### src/rtl/spi_banked_regfile_pkg.sv
package spi_banked_regfile_pkg;
    localparam int RF_DATA_W   = 10;
    localparam int RF_ADDR_W   = 5;
    // overlay and bank-select positions decoded by the read path
    localparam int BANK_BIT    = 0;
    localparam int OVL_CTRL    = 27;
    localparam int VCO_OVL_BIT = 5;
    localparam int DIE_OVL_BIT = 9;
    localparam int VCO_ADDR    = 19;
    localparam int DIE_ADDR    = 21;
    localparam int ADC_W       = 3;
    localparam int BAND_W      = 6;
    localparam int REV_W       = 3;
    localparam int REV_LSB     = 5;
endpackage

### src/rtl/spi_banked_sync.sv
module spi_banked_sync #(
    parameter int          W      = 3,
    parameter int          STAGES = 2,
    parameter logic [W-1:0] RST_V = '0
) (
    input  logic         clk,
    input  logic         rst_n,
    input  logic [W-1:0] async_i,
    output logic [W-1:0] sync_o
);
    logic [W-1:0] stage_q [STAGES];
    logic [W-1:0] stage_d [STAGES];

    always_comb begin
        stage_d[0] = async_i;
        for (int s = 1; s < STAGES; s++) begin
            stage_d[s] = stage_q[s-1];
        end
    end

    generate
        for (genvar g = 0; g < STAGES; g++) begin : g_stage
            always_ff @(posedge clk or negedge rst_n) begin
                if (!rst_n) stage_q[g] <= RST_V;
                else        stage_q[g] <= stage_d[g];
            end
        end
    endgenerate

    assign sync_o = stage_q[STAGES-1];
endmodule

### src/rtl/spi_banked_frame.sv
module spi_banked_frame #(
    parameter int ADDR_W = 5,
    parameter int DATA_W = 10,
    localparam int FRAME_W = 1 + ADDR_W + DATA_W,
    localparam int HDR_W   = 1 + ADDR_W,
    localparam int CNT_W   = $clog2(FRAME_W + 2)
) (
    input  logic              clk,
    input  logic              rst_n,
    input  logic              csn_s,
    input  logic              sclk_s,
    input  logic              din_s,
    input  logic [DATA_W-1:0] rd_data,
    output logic [ADDR_W-1:0] rd_addr,
    output logic              dout,
    output logic              wr_en,
    output logic [ADDR_W-1:0] wr_addr,
    output logic [DATA_W-1:0] wr_data,
    output logic              cs_rise,
    output logic              cs_fall,
    output logic              sclk_fall,
    output logic [CNT_W-1:0]  bit_cnt
);
    localparam logic [CNT_W-1:0] CNT_MAX  = CNT_W'(FRAME_W + 1);
    localparam logic [CNT_W-1:0] CNT_FULL = CNT_W'(FRAME_W);
    localparam logic [CNT_W-1:0] CNT_HDR  = CNT_W'(HDR_W - 1);

    typedef struct packed {
        logic               cs_prev;
        logic               sclk_prev;
        logic [CNT_W-1:0]   cnt;
        logic [FRAME_W-1:0] shift;
        logic               load_pend;
        logic               reading;
        logic [DATA_W-1:0]  rd_sh;
        logic               dout;
        logic               wr_en;
        logic [ADDR_W-1:0]  wr_addr;
        logic [DATA_W-1:0]  wr_data;
    } frame_t;

    frame_t q, d;
    logic sclk_rise;

    always_comb begin
        d           = q;
        d.wr_en     = 1'b0;
        d.load_pend = 1'b0;
        d.cs_prev   = csn_s;
        d.sclk_prev = sclk_s;

        cs_fall   = q.cs_prev & ~csn_s;
        cs_rise   = ~q.cs_prev & csn_s;
        sclk_rise = ~q.sclk_prev & sclk_s & ~csn_s;
        sclk_fall = q.sclk_prev & ~sclk_s & ~csn_s;

        if (cs_fall) begin
            d.cnt     = '0;
            d.shift   = '0;
            d.reading = 1'b0;
            d.dout    = 1'b0;
        end else if (!csn_s) begin
            if (sclk_rise) begin
                d.shift = {q.shift[FRAME_W-2:0], din_s};
                if (q.cnt != CNT_MAX) d.cnt = q.cnt + 1'b1;
                if (q.cnt == CNT_HDR) d.load_pend = 1'b1;
            end
            if (q.load_pend && q.shift[ADDR_W]) begin
                d.reading = 1'b1;
                d.rd_sh   = rd_data;
            end
            if (sclk_fall && q.reading) begin
                d.dout  = q.rd_sh[DATA_W-1];
                d.rd_sh = {q.rd_sh[DATA_W-2:0], 1'b0};
            end
        end

        if (cs_rise) begin
            d.reading = 1'b0;
            d.dout    = 1'b0;
            if (q.cnt == CNT_FULL && !q.shift[FRAME_W-1]) begin
                d.wr_en   = 1'b1;
                d.wr_addr = q.shift[FRAME_W-2 -: ADDR_W];
                d.wr_data = q.shift[DATA_W-1:0];
            end
        end
    end

    always_ff @(posedge clk or negedge rst_n) begin
        if (!rst_n) begin
            q         <= '0;
            q.cs_prev <= 1'b1;
        end else begin
            q <= d;
        end
    end

    assign rd_addr = q.shift[ADDR_W-1:0];
    assign dout    = q.dout;
    assign wr_en   = q.wr_en;
    assign wr_addr = q.wr_addr;
    assign wr_data = q.wr_data;
    assign bit_cnt = q.cnt;
endmodule

### src/rtl/spi_banked_store.sv
module spi_banked_store
    import spi_banked_regfile_pkg::*;
#(
    parameter int ADDR_W = 5,
    parameter int DATA_W = 10,
    localparam int NREG  = 1 << ADDR_W
) (
    input  logic                   clk,
    input  logic                   wr_en,
    input  logic [ADDR_W-1:0]      wr_addr,
    input  logic [DATA_W-1:0]      wr_data,
    input  logic [ADDR_W-1:0]      rd_addr,
    input  logic [ADC_W-1:0]       tune_adc,
    input  logic [BAND_W-1:0]      sub_band,
    input  logic [REV_W-1:0]       rev_id,
    output logic [DATA_W-1:0]      rd_data,
    output logic [NREG*DATA_W-1:0] main_flat,
    output logic [NREG*DATA_W-1:0] local_flat
);
    typedef logic [DATA_W-1:0] word_t;

    word_t main_q [NREG];
    word_t main_d [NREG];
    word_t loc_q  [NREG];
    word_t loc_d  [NREG];

    logic  bank_local;
    logic  vco_ovl;
    logic  die_ovl;

    assign bank_local = main_q[0][BANK_BIT];
    assign vco_ovl    = main_q[OVL_CTRL][VCO_OVL_BIT];
    assign die_ovl    = main_q[OVL_CTRL][DIE_OVL_BIT];

    // write path: address 0 is always main register 0
    always_comb begin
        main_d   = main_q;
        loc_d    = loc_q;
        loc_d[0] = '0;
        if (wr_en) begin
            if (wr_addr == '0)  main_d[0]       = wr_data;
            else if (bank_local) loc_d[wr_addr]  = wr_data;
            else                 main_d[wr_addr] = wr_data;
        end
    end

    // storage has no reset: contents must be loaded by the host
    always_ff @(posedge clk) begin
        main_q <= main_d;
        loc_q  <= loc_d;
    end

    // read path with status overlays in the main bank only
    always_comb begin
        rd_data = main_q[rd_addr];
        if (rd_addr == '0) begin
            rd_data = main_q[0];
        end else if (bank_local) begin
            rd_data = loc_q[rd_addr];
        end else if (rd_addr == ADDR_W'(VCO_ADDR) && vco_ovl) begin
            rd_data = '0;
            rd_data[BAND_W-1:0]            = sub_band;
            rd_data[BAND_W +: ADC_W]       = tune_adc;
        end else if (rd_addr == ADDR_W'(DIE_ADDR) && die_ovl) begin
            rd_data = '0;
            rd_data[REV_LSB +: REV_W]      = rev_id;
        end
    end

    generate
        for (genvar i = 0; i < NREG; i++) begin : g_flat
            assign main_flat[i*DATA_W +: DATA_W] = main_q[i];
            if (i == 0) begin : g_l0
                assign local_flat[i*DATA_W +: DATA_W] = '0;
            end else begin : g_ln
                assign local_flat[i*DATA_W +: DATA_W] = loc_q[i];
            end
        end
    endgenerate
endmodule

### src/rtl/spi_banked_regfile.sv
module spi_banked_regfile
    import spi_banked_regfile_pkg::*;
#(
    parameter int ADDR_W      = RF_ADDR_W,
    parameter int DATA_W      = RF_DATA_W,
    parameter int SYNC_STAGES = 2,
    localparam int NREG       = 1 << ADDR_W,
    localparam int FRAME_W    = 1 + ADDR_W + DATA_W,
    localparam int CNT_W      = $clog2(FRAME_W + 2)
) (
    input  logic                   clk,
    input  logic                   rst_n,
    input  logic                   spi_csn_i,
    input  logic                   spi_sclk_i,
    input  logic                   spi_din_i,
    output logic                   spi_dout_o,
    input  logic [ADC_W-1:0]       tune_adc_i,
    input  logic [BAND_W-1:0]      sub_band_i,
    input  logic [REV_W-1:0]       rev_id_i,
    output logic [NREG*DATA_W-1:0] main_cfg_o,
    output logic [NREG*DATA_W-1:0] local_cfg_o
);
    logic [2:0]        pins_s;
    logic [ADDR_W-1:0] rd_addr;
    logic [DATA_W-1:0] rd_data;
    logic              wr_en;
    logic [ADDR_W-1:0] wr_addr;
    logic [DATA_W-1:0] wr_data;
    logic              cs_rise;
    logic              cs_fall;
    logic              sclk_fall;
    logic [CNT_W-1:0]  bit_cnt;

    spi_banked_sync #(
        .W      (3),
        .STAGES (SYNC_STAGES),
        .RST_V  (3'b100)
    ) u_sync (
        .clk     (clk),
        .rst_n   (rst_n),
        .async_i ({spi_csn_i, spi_sclk_i, spi_din_i}),
        .sync_o  (pins_s)
    );

    spi_banked_frame #(
        .ADDR_W (ADDR_W),
        .DATA_W (DATA_W)
    ) u_frame (
        .clk       (clk),
        .rst_n     (rst_n),
        .csn_s     (pins_s[2]),
        .sclk_s    (pins_s[1]),
        .din_s     (pins_s[0]),
        .rd_data   (rd_data),
        .rd_addr   (rd_addr),
        .dout      (spi_dout_o),
        .wr_en     (wr_en),
        .wr_addr   (wr_addr),
        .wr_data   (wr_data),
        .cs_rise   (cs_rise),
        .cs_fall   (cs_fall),
        .sclk_fall (sclk_fall),
        .bit_cnt   (bit_cnt)
    );

    spi_banked_store #(
        .ADDR_W (ADDR_W),
        .DATA_W (DATA_W)
    ) u_store (
        .clk        (clk),
        .wr_en      (wr_en),
        .wr_addr    (wr_addr),
        .wr_data    (wr_data),
        .rd_addr    (rd_addr),
        .tune_adc   (tune_adc_i),
        .sub_band   (sub_band_i),
        .rev_id     (rev_id_i),
        .rd_data    (rd_data),
        .main_flat  (main_cfg_o),
        .local_flat (local_cfg_o)
    );
endmodule

### config.mk
export PLATFORM = sky130hd
export DESIGN_NAME = spi_banked_regfile
export DESIGN_NICKNAME = d
export VERILOG_FILES = /design/src/rtl/spi_banked_regfile_pkg.sv /design/src/rtl/spi_banked_sync.sv /design/src/rtl/spi_banked_frame.sv /design/src/rtl/spi_banked_store.sv /design/src/rtl/spi_banked_regfile.sv
export SDC_FILE = /design/constraint.sdc
export NUM_CORES = 1
export LEC_CHECK = 0
export BUFFER_PORTS_ARGS = -buffer_cell sky130_fd_sc_hd__buf_2
export CORE_AREA = 2 2 258 260
export CTS_CLUSTER_SIZE = 40
export DETAILED_ROUTE_END_ITERATION = 7
export DIE_AREA = 0 0 260 262
export PLACE_DENSITY = 0.77
export SETUP_SLACK_MARGIN = 0.2
export SYNTH_ARGS = -nofsm -noshare
export SYNTH_HDL_FRONTEND = slang
export SYNTH_HIERARCHICAL = 1
export SYNTH_SLANG_ARGS = --single-unit
### constraint.sdc
create_clock -name clk -period 6.8 [get_ports clk]
set_input_delay 0.68 -clock clk [delete_from_list [all_inputs] [get_ports clk]]
set_output_delay 0.68 -clock clk [all_outputs]
set_load 0.02 [all_outputs]
==> impl_metrics.tcl, run 1 <==
set metrics [dict create \
    gp_congestion 0.9193 \
    timing.max_cap.violations 0 \
    drc 0 \
    total_leakage_power_nw 11.16 \
    min-delay-path-class "in -> reg" \
    initial_detailed_routing_violation_count 2330 \
    final.setup_skew_ns 0.02281 \
    number_of_buffers_added_for_setup_after_cts 0 \
    first_pass_iters 5 \
    die_height_um 262 \
    synthesis.instances 1688 \
    critical_path_class "reg -> reg" \
    grt_pass1_vias 17750 \
    clkSlewWorstSetupHoldPaths_ns 0.06 \
    critical_path_launch_point_type "flop" \
    die-width_um 260 \
    floorplan.initialDensity 0.4603 \
    power_density_nw_per_um2 259.3 \
    synthToLayoutAreaGrowth_pct 13.91 \
    timing.slew.headroom 0.03912 \
    number_of_antenna_violations_at_the_first_check_in_global_routing 11 \
    wl_per_cell_um 34.37 \
    synthesis_warnings 6 \
    fp-row-count 94 \
    worst-endpoint-required_ns 7.37 \
    period_needed_ns 4.133 \
    cts_root_buf "sky130_fd_sc_hd__clkbuf_16" \
    synth.cell_area_um2 30040 \
    utilization 0.5243 \
    cp.arrival_ns 4.71 \
    maxSlewViolCount 0 \
    synth.avg_cell_area_um2 17.80 \
    final_min_period_over_clock_period 0.6078 \
    cts-hold-fix-buffers 0 \
    htree_num_levels 3 \
    wire_length_of_the_first_global_routing_pass_um 140000 \
    vias 17872 \
    clock_path_buffers 3 \
    dp_hpwl_um 72420 \
    gr_util_all_layers 0.2968 \
    fraction_of_layout_cells_with_a_size_suffix_above_1 0.4898 \
    tightestPinTransition_ns 1.436 \
    wirelength_um 102500 \
    timing.critical_path.to_type "flop" \
    n_fill_cell 5171 \
    run_status "finished, final reports clean" \
    most-common-layout-cells "sky130_fd_sc_hd__buf_2, sky130_fd_sc_hd__edfxtp_1, sky130_fd_sc_hd__mux4_2" \
    tritoncts_num_sinks 697 \
    final_nets 2080 \
    timing.final.setup_violations 0 \
    vdd_drop_max_v 0.0002095 \
    core_region_area_um2 65280 \
    grt_max_degree 103 \
    port_buffers 647 \
    route.detailed.vias_per_inst 5.995 \
    cts_buffers 75 \
    fin_setup_tns_ns 0 \
    cts_tree "done" \
    cts_repair_resize_count 0 \
    pin_count 658 \
    achievable-frequency_mhz 242.0 \
    clkLatencyLatePin_ns 0.63 \
    overflow 0 \
    fp.dieArea_um2 68120 \
    final_antenna_net_count 0 \
    timing_hold_violations_final 0 \
    rsz0062_at_grt "no" \
    mostFrequentLayoutCell "sky130_fd_sc_hd__buf_2" \
    crit_path_max_fanout 37 \
]
## worst max-delay path, stage by stage (launching register included)
cell                       delay, ns
sky130_fd_sc_hd__dfrtp_2        0.62
sky130_fd_sc_hd__buf_4          0.60
sky130_fd_sc_hd__nor2b_2        1.24
sky130_fd_sc_hd__a22oi_1        0.23
sky130_fd_sc_hd__a211oi_1       0.54
sky130_fd_sc_hd__nor3_1         0.20
sky130_fd_sc_hd__nor3_1         0.22
sky130_fd_sc_hd__mux2_2         0.17
sky130_fd_sc_hd__mux2_2         0.15
## worst paths after layout
check                                         from  depth (start not counted)            endpoint  slack [ns]
max in group asynchronous                    rst_n                          2  u_frame/rd_addr[1]        5.93
min in group asynchronous                    rst_n                          2   u_sync/stage_d[1]        0.23
worst max register to register  u_frame/rd_addr[2]                          8       u_frame/q[18]        2.67
worst min register to register   u_sync/stage_d[0]                          0    u_sync/sync_o[0]        0.36
worst max-delay path            u_frame/rd_addr[2]                          8       u_frame/q[18]        2.67
worst min-delay path                     spi_csn_i                          1   u_sync/stage_d[2]        0.16
## per-layer routing
layer / wire length (um) / track usage
met2: 51080 / 0.4957
met1: 36010 / 0.3762
met4: 3745 / 0.1114
met3: 11520 / 0.07514
met5: 95 / 0
## cell type report
class	instances	area, um2	area share
antenna	2	5.005	0.0001462
clock inverter	44	415.4	0.01214
tap	864	1081	0.03159
inverter	9	33.78	0.0009872
timing repair buffer	685	3561	0.1041
clock buffer	92	1982	0.05791
sequential	697	20580	0.6013
multi-input combinational	588	6568	0.1919
## registers in the layout (all words and copies together), names as in the netlist
signal / cells
u_frame/dout: 1
u_frame/wr_data: 10
u_frame/q: 25
u_sync/stage_d: 3
u_frame/wr_addr: 5
u_frame/wr_en: 1
u_frame/rd_addr: 5
u_store/loc_q: 9
u_store/main_flat: 320
u_store/local_flat: 310
u_sync/sync_o: 3
u_frame/bit_cnt: 5
## per-stage QoR
step / std cells / power [mW] / area (um2) / worst slack [ns] / hold WS (ns)
after floorplan: 1706 / 4.918 / 30110 / 4.012 / 0.3312
after global placement: 2843 / 4.970 / 31810 / 2.584 / 0.3481
after detailed placement: 2843 / 4.973 / 31810 / 2.657 / 0.3490
after CTS: 2979 / 8.919 / 34210 / 2.667 / 0.1193
after global routing: 2981 / 9.096 / 34220 / 2.647 / 0.1290
final: 2981 / 8.872 / 34220 / 2.667 / 0.1608
## where the power goes
part	internal [mW]	total (mW)	switching (mW)
logic	0.104	0.230	0.126
registers	4.63	4.66	0.0287
clock network	2.26	3.99	1.73
(Power assumes the default switching activity.)
==> run 2: changes to the inputs <==
--- a/config.mk
+++ b/config.mk
@@ -6,11 +6,11 @@
 export NUM_CORES = 1
 export LEC_CHECK = 0
 export BUFFER_PORTS_ARGS = -buffer_cell sky130_fd_sc_hd__buf_2
-export CORE_AREA = 2 2 258 260
+export CORE_AREA = 2 2 259 261
 export CTS_CLUSTER_SIZE = 40
 export DETAILED_ROUTE_END_ITERATION = 7
-export DIE_AREA = 0 0 260 262
-export PLACE_DENSITY = 0.77
+export DIE_AREA = 0 0 261 263
+export PLACE_DENSITY = 0.8
 export SETUP_SLACK_MARGIN = 0.2
 export SYNTH_ARGS = -nofsm -noshare
 export SYNTH_HDL_FRONTEND = slang
==> constraint.sdc (replaced) <==
create_clock -name clk -period 3.7 [get_ports clk]
set_input_delay 0.37 -clock clk [delete_from_list [all_inputs] [get_ports clk]]
set_output_delay 0.37 -clock clk [all_outputs]
set_load 0.02 [all_outputs]
==> impl_metrics.tcl, run 2 (same netlist as run 1, synthesis figures left out) <==
set metrics [dict create \
    utilization 0.5315 \
    critical_path_class "reg -> reg" \
    final_antenna_net_count 0 \
    die_height_um 263 \
    run_status "finished, final reports clean" \
    total_power_mw 16.54 \
    clock_path_buffers 3 \
    cp.arrival_ns 3.94 \
    vias 18308 \
    tightestPinTransition_ns 1.261 \
    timing.slew.headroom 0.1591 \
    overflow 0 \
    cts_buffers 72 \
    finalHoldWorstSlack_ns 0.3752 \
    multi_input_comb_area_um2 6551 \
    port_buffers 647 \
    wirelength_um 104700 \
    finalNonFillerCells 3051 \
    maxSlewViolCount 0 \
    gr_util_all_layers 0.2998 \
    timing.critical_path.to_type "flop" \
    min-delay-path-class "in -> reg" \
    initial_detailed_routing_violation_count 2441 \
    timing.final.setup_violations 0 \
    sequentialPowerShare 0.517 \
    core_region_area_um2 65630 \
    power.clock.fraction 0.455 \
    number_of_antenna_violations_at_the_first_check_in_global_routing 6 \
    switching_share 0.2124 \
    critical_path_launch_point_type "flop" \
    fraction_of_layout_cells_with_a_size_suffix_above_1 0.5089 \
    final_min_period_over_clock_period 0.9307 \
    dp_hpwl_um 75640 \
    fp.dieArea_um2 68640 \
    register_area_um2 20580 \
    cts_root_buf "sky130_fd_sc_hd__clkbuf_16" \
    final_nets 2150 \
    htree_num_levels 3 \
    synthToLayoutAreaGrowth_pct 16.11 \
    wire_length_of_the_first_global_routing_pass_um 143100 \
    worst-endpoint-required_ns 4.20 \
    grt_max_degree 61 \
    clkSlewWorstSetupHoldPaths_ns 0.06 \
    grt_pass1_vias 17939 \
    largest_reg_flops 320 \
    clkLatencyLatePin_ns 0.63 \
    mostFrequentLayoutCell "sky130_fd_sc_hd__buf_2" \
    power_density_nw_per_um2 474.1 \
    finalWorstSetupSlack_ns 0.2563 \
    vdd_drop_max_v 0.0004071 \
    fp-row-count 94 \
    floorplan.initialDensity 0.4578 \
    pin_count 658 \
    power.internal_mw 13.03 \
    final.setup_skew_ns 0.02647 \
    rsz0062_at_grt "no" \
    first_pass_iters 7 \
    timing.max_cap.violations 0 \
    fin_setup_tns_ns 0 \
    combPwrFrac 0.028 \
    die-width_um 261 \
    detailed_place.area_um2 32380 \
    dp_slack_ns 0.3436 \
    switching_power_mw 3.513 \
    tritoncts_num_sinks 697 \
    drc 0 \
    timing_hold_violations_final 0 \
    most-common-layout-cells "sky130_fd_sc_hd__buf_2, sky130_fd_sc_hd__edfxtp_1, sky130_fd_sc_hd__mux4_2" \
    gp_congestion 0.9456 \
    period_needed_ns 3.444 \
    n_fill_cell 5272 \
    wl_per_cell_um 34.33 \
    dpl.cell_count 2912 \
    cts_tree "done" \
    route.detailed.vias_per_inst 6.001 \
    total_leakage_power_nw 11.57 \
    crit_path_max_fanout 28 \
    finish.instance_area_um2 34880 \
    achievable-frequency_mhz 290.4 \
]
==> run 2: changes by cell type in the layout (fill, tap and decap cells not counted), sizes merged, moves of 2 or more <==
cell         delta
buf            +69
clkbuf          -8
bufinv          +5
dlygate4sd3     +4
clkinvlp        +3
clkinv          -2
==> run 2: power by group through the flow <==
| stage | sequential [mW] | combinational, mW | clock (mW) |
|---|---|---|---|
| finish | 8.54 | 0.463 | 7.53 |
| global route | 8.54 | 0.496 | 7.92 |
| CTS | 8.54 | 0.465 | 7.64 |
| detailed placement | 8.71 | 0.460 | 0 |
| global placement | 8.71 | 0.456 | 0 |
| floorplan | 8.69 | 0.353 | 0 |
==> run 2: timing repair <==
item	CTS	global route
endpoints found under the hold margin	37	0
hold buffers	4	0
buffers inserted	0	0
gates resized for setup	0	0
==> run 2: area by class of cell <==
type / count / area share
clock buffer: 84 / 0.05323
tap: 864 / 0.03099
antenna: 2 / 0.0001435
multi-input combinational: 588 / 0.1878
timing repair buffer: 758 / 0.1199
clock inverter: 49 / 0.01714
inverter: 9 / 0.0009684
sequential: 697 / 0.5898
==> run 2: final timing paths <==
| path | startpoint | to | slack, ns | cells after the start |
|---|---|---|---|---|
| worst max-delay path | u_frame/rd_addr[0] | u_frame/q[26] | 0.26 | 8 |
| worst min-delay path | sub_band_i[1] | u_frame/q[18] | 0.38 | 5 |
| worst max register to register | u_frame/rd_addr[0] | u_frame/q[26] | 0.26 | 8 |
| worst min register to register | u_sync/stage_d[0] | u_sync/sync_o[0] | 0.38 | 0 |
| max in group asynchronous | rst_n | u_frame/wr_data[9] | 2.46 | 3 |
| min in group asynchronous | rst_n | u_sync/stage_d[0] | 0.45 | 2 |
==> run 2: metal layers <==
layer / global-route usage / wire length, um
met5: 0 / 26
met4: 0.1075 / 4109
met3: 0.07250 / 11310
met2: 0.4976 / 51560
met1: 0.3847 / 37740
==> run 2: worst max-delay path, stage by stage (launching register included) <==
cell                       delay, ns
sky130_fd_sc_hd__dfrtp_4        0.46
sky130_fd_sc_hd__buf_12         0.25
sky130_fd_sc_hd__buf_12         0.26
sky130_fd_sc_hd__mux4_2         0.57
sky130_fd_sc_hd__mux4_2         0.57
sky130_fd_sc_hd__a32oi_1        0.47
sky130_fd_sc_hd__o211ai_1       0.17
sky130_fd_sc_hd__mux2_2         0.28
sky130_fd_sc_hd__mux2_2         0.25
==> run 3: changes to the inputs <==
--- a/config.mk
+++ b/config.mk
@@ -6,11 +6,12 @@
 export NUM_CORES = 1
 export LEC_CHECK = 0
 export BUFFER_PORTS_ARGS = -buffer_cell sky130_fd_sc_hd__buf_2
-export CORE_AREA = 2 2 259 261
+export CORE_AREA = 2 2 254 256
+export CTS_BUF_LIST = sky130_fd_sc_hd__clkbuf_2 sky130_fd_sc_hd__clkbuf_4 sky130_fd_sc_hd__clkbuf_8
 export CTS_CLUSTER_SIZE = 40
 export DETAILED_ROUTE_END_ITERATION = 7
-export DIE_AREA = 0 0 261 263
-export PLACE_DENSITY = 0.8
+export DIE_AREA = 0 0 256 258
+export PLACE_DENSITY = 0.82
 export SETUP_SLACK_MARGIN = 0.2
 export SYNTH_ARGS = -nofsm -noshare
 export SYNTH_HDL_FRONTEND = slang
==> impl_metrics.tcl, run 3 (same netlist as run 1, synthesis figures left out) <==
set metrics [dict create \
    rsz0062_at_grt "no" \
    top_cell_family_by_delay_on_the_critical_path "multiplexers" \
    timing.hold.worst.start "sub_band_i[0]" \
    finalWorstSetupSlack_ns 0.2872 \
    fraction_of_layout_cells_with_a_size_suffix_above_1 0.5228 \
    worst_path_max_delay_cell "sky130_fd_sc_hd__dfrtp_4" \
    crit_path_max_fanout 35 \
    gp_congestion 0.9808 \
    achievable-frequency_mhz 293.0 \
    critical_path.startpoint "u_frame/rd_addr[1]" \
    timing.critical_path.buf_inv 2 \
    clock_path_buffers 3 \
    cts_buffers 109 \
    timing.critical_path.to_type "flop" \
    route.detailed.vias_per_inst 5.972 \
    overflow 0 \
    period_needed_ns 3.413 \
    tritoncts_num_sinks 697 \
    final_antenna_net_count 0 \
    die_height_um 258 \
    critical_path_class "reg -> reg" \
    final.setup_skew_ns 0.04798 \
    clkSlewWorstSetupHoldPaths_ns 0.07 \
    clkLatencyLatePin_ns 0.74 \
    fp.dieArea_um2 66050 \
    total_leakage_power_nw 11.63 \
    timing.slew.headroom 0.07018 \
    worst_path_largest_cell_delay_ns 0.72 \
    synthToLayoutAreaGrowth_pct 15.73 \
    timing.final.setup_violations 0 \
    timing_hold_violations_final 0 \
    cts_tree "done" \
    drc 0 \
    dp_slack_ns 0.3430 \
    run_status "finished, final reports clean" \
    first_pass_iters 5 \
    cp.arrival_ns 4.00 \
    critical_path_launch_point_type "flop" \
    floorplan.initialDensity 0.4720 \
    power_density_nw_per_um2 455.9 \
    core_region_area_um2 63650 \
    n_fill_cell 4910 \
    mostFrequentLayoutCell "sky130_fd_sc_hd__buf_2" \
    grt_pass1_vias 18555 \
    final_nets 2191 \
    fin_setup_tns_ns 0 \
    cts_root_buf "sky130_fd_sc_hd__clkbuf_8" \
    wire_length_of_the_first_global_routing_pass_um 143400 \
    largest_reg_flops 320 \
    final_min_period_over_clock_period 0.9224 \
    port_buffers 647 \
    min-delay-path-class "in -> reg" \
    wirelength_um 103700 \
    pin_count 658 \
    total_power_mw 15.85 \
    vdd_drop_max_v 0.0003917 \
    tightestPinTransition_ns 1.388 \
    grt_max_degree 56 \
    worst-endpoint-required_ns 4.29 \
    number_of_antenna_violations_at_the_first_check_in_global_routing 16 \
    timing.max_cap.violations 0 \
    die-width_um 256 \
    dp_hpwl_um 74940 \
    number_of_buffers_added_for_setup_after_cts 0 \
    worstReg2RegStart "u_frame/rd_addr[1]" \
    gr_util_all_layers 0.3088 \
    initial_detailed_routing_violation_count 2697 \
    vias 18628 \
    fp-row-count 93 \
    htree_num_levels 3 \
    maxSlewViolCount 0 \
    most-common-layout-cells "sky130_fd_sc_hd__buf_2, sky130_fd_sc_hd__edfxtp_1, sky130_fd_sc_hd__mux4_2" \
    wl_per_cell_um 33.24 \
    crit_path_cell_trace "buf_12 -> buf_4 -> mux4_2 -> mux4_2 -> o22ai_1 -> nor3_1 -> mux2_2 -> mux2_2" \
]
-- run 3: changes by cell type in the layout (fill, tap and decap cells not counted), sizes merged --
cell | before | now
clkinvlp | 7 | 1
inv | 15 | 14
clkinv | 27 | 38
buf | 754 | 758
bufinv | 9 | 5
diode | 2 | 7
clkbuf | 84 | 152
-- run 3: worst paths after layout --
check,end,slack [ns],depth (start not counted)
hold reg to reg,u_sync/sync_o[0],0.37,0
setup / recovery,u_frame/q[19],0.29,8
setup reg to reg,u_frame/q[19],0.29,8
hold / removal,u_frame/q[17],0.20,5
max in group asynchronous,u_frame/q[51],2.54,3
min in group asynchronous,u_sync/stage_d[0],0.36,2
-- run 3: layout make-up --
cell class	instances	area, um2	area share
clock buffer	152	1892	0.05441
clock inverter	49	412.9	0.01187
inverter	9	33.78	0.0009716
sequential	697	20580	0.5918
timing repair buffer	762	4212	0.1211
antenna	7	17.52	0.0005038
tap	855	1070	0.03077
multi-input combinational	588	6558	0.1886
-- run 3: power breakdown --
| group | internal (mW) | leakage [nW] | total (mW) | switching (mW) |
|---|---|---|---|---|
| Sequential | 8.51 | 6.05 | 8.55 | 0.0443 |
| Clock | 3.69 | 1.21 | 6.84 | 3.14 |
| Combinational | 0.214 | 4.37 | 0.463 | 0.249 |
-- run 3: through the flow --
step | instances | util | cell area, um2 | hold WS (ns)
floorplan | 1706 | - | 30110 | 0.07441
CTS | 3112 | 0.5459 | 34750 | 0.1277
global placement | 2907 | 0.5091 | 32400 | 0.3482
finish | 3119 | 0.5463 | 34770 | 0.1995
detailed placement | 2907 | 0.5091 | 32400 | 0.3529
global route | 3115 | 0.5461 | 34760 | 0.2214
-- run 3: metal layers --
layer	vias to the layer above	routed length (um)	GRT usage
met4	8	4021	0.1251
met3	258	12970	0.08638
met1	9503	35610	0.3866
li1	7205	-	-
met2	1654	51010	0.5115
met5	-	48	0
-- run 3: what timing repair did --
action	4_1_cts	5_1_grt
resized for setup	0	1
hold buffers	4	0
hold endpoints to repair	39	0
setup endpoints to repair	0	1
-- run 3: worst min-delay path, cell delays in order --
cell	delay, ns
sky130_fd_sc_hd__buf_2	0.09
sky130_fd_sc_hd__a31oi_1	0.06
sky130_fd_sc_hd__o211ai_1	0.08
sky130_fd_sc_hd__nor2b_1	0.13
sky130_fd_sc_hd__mux2_2	0.15
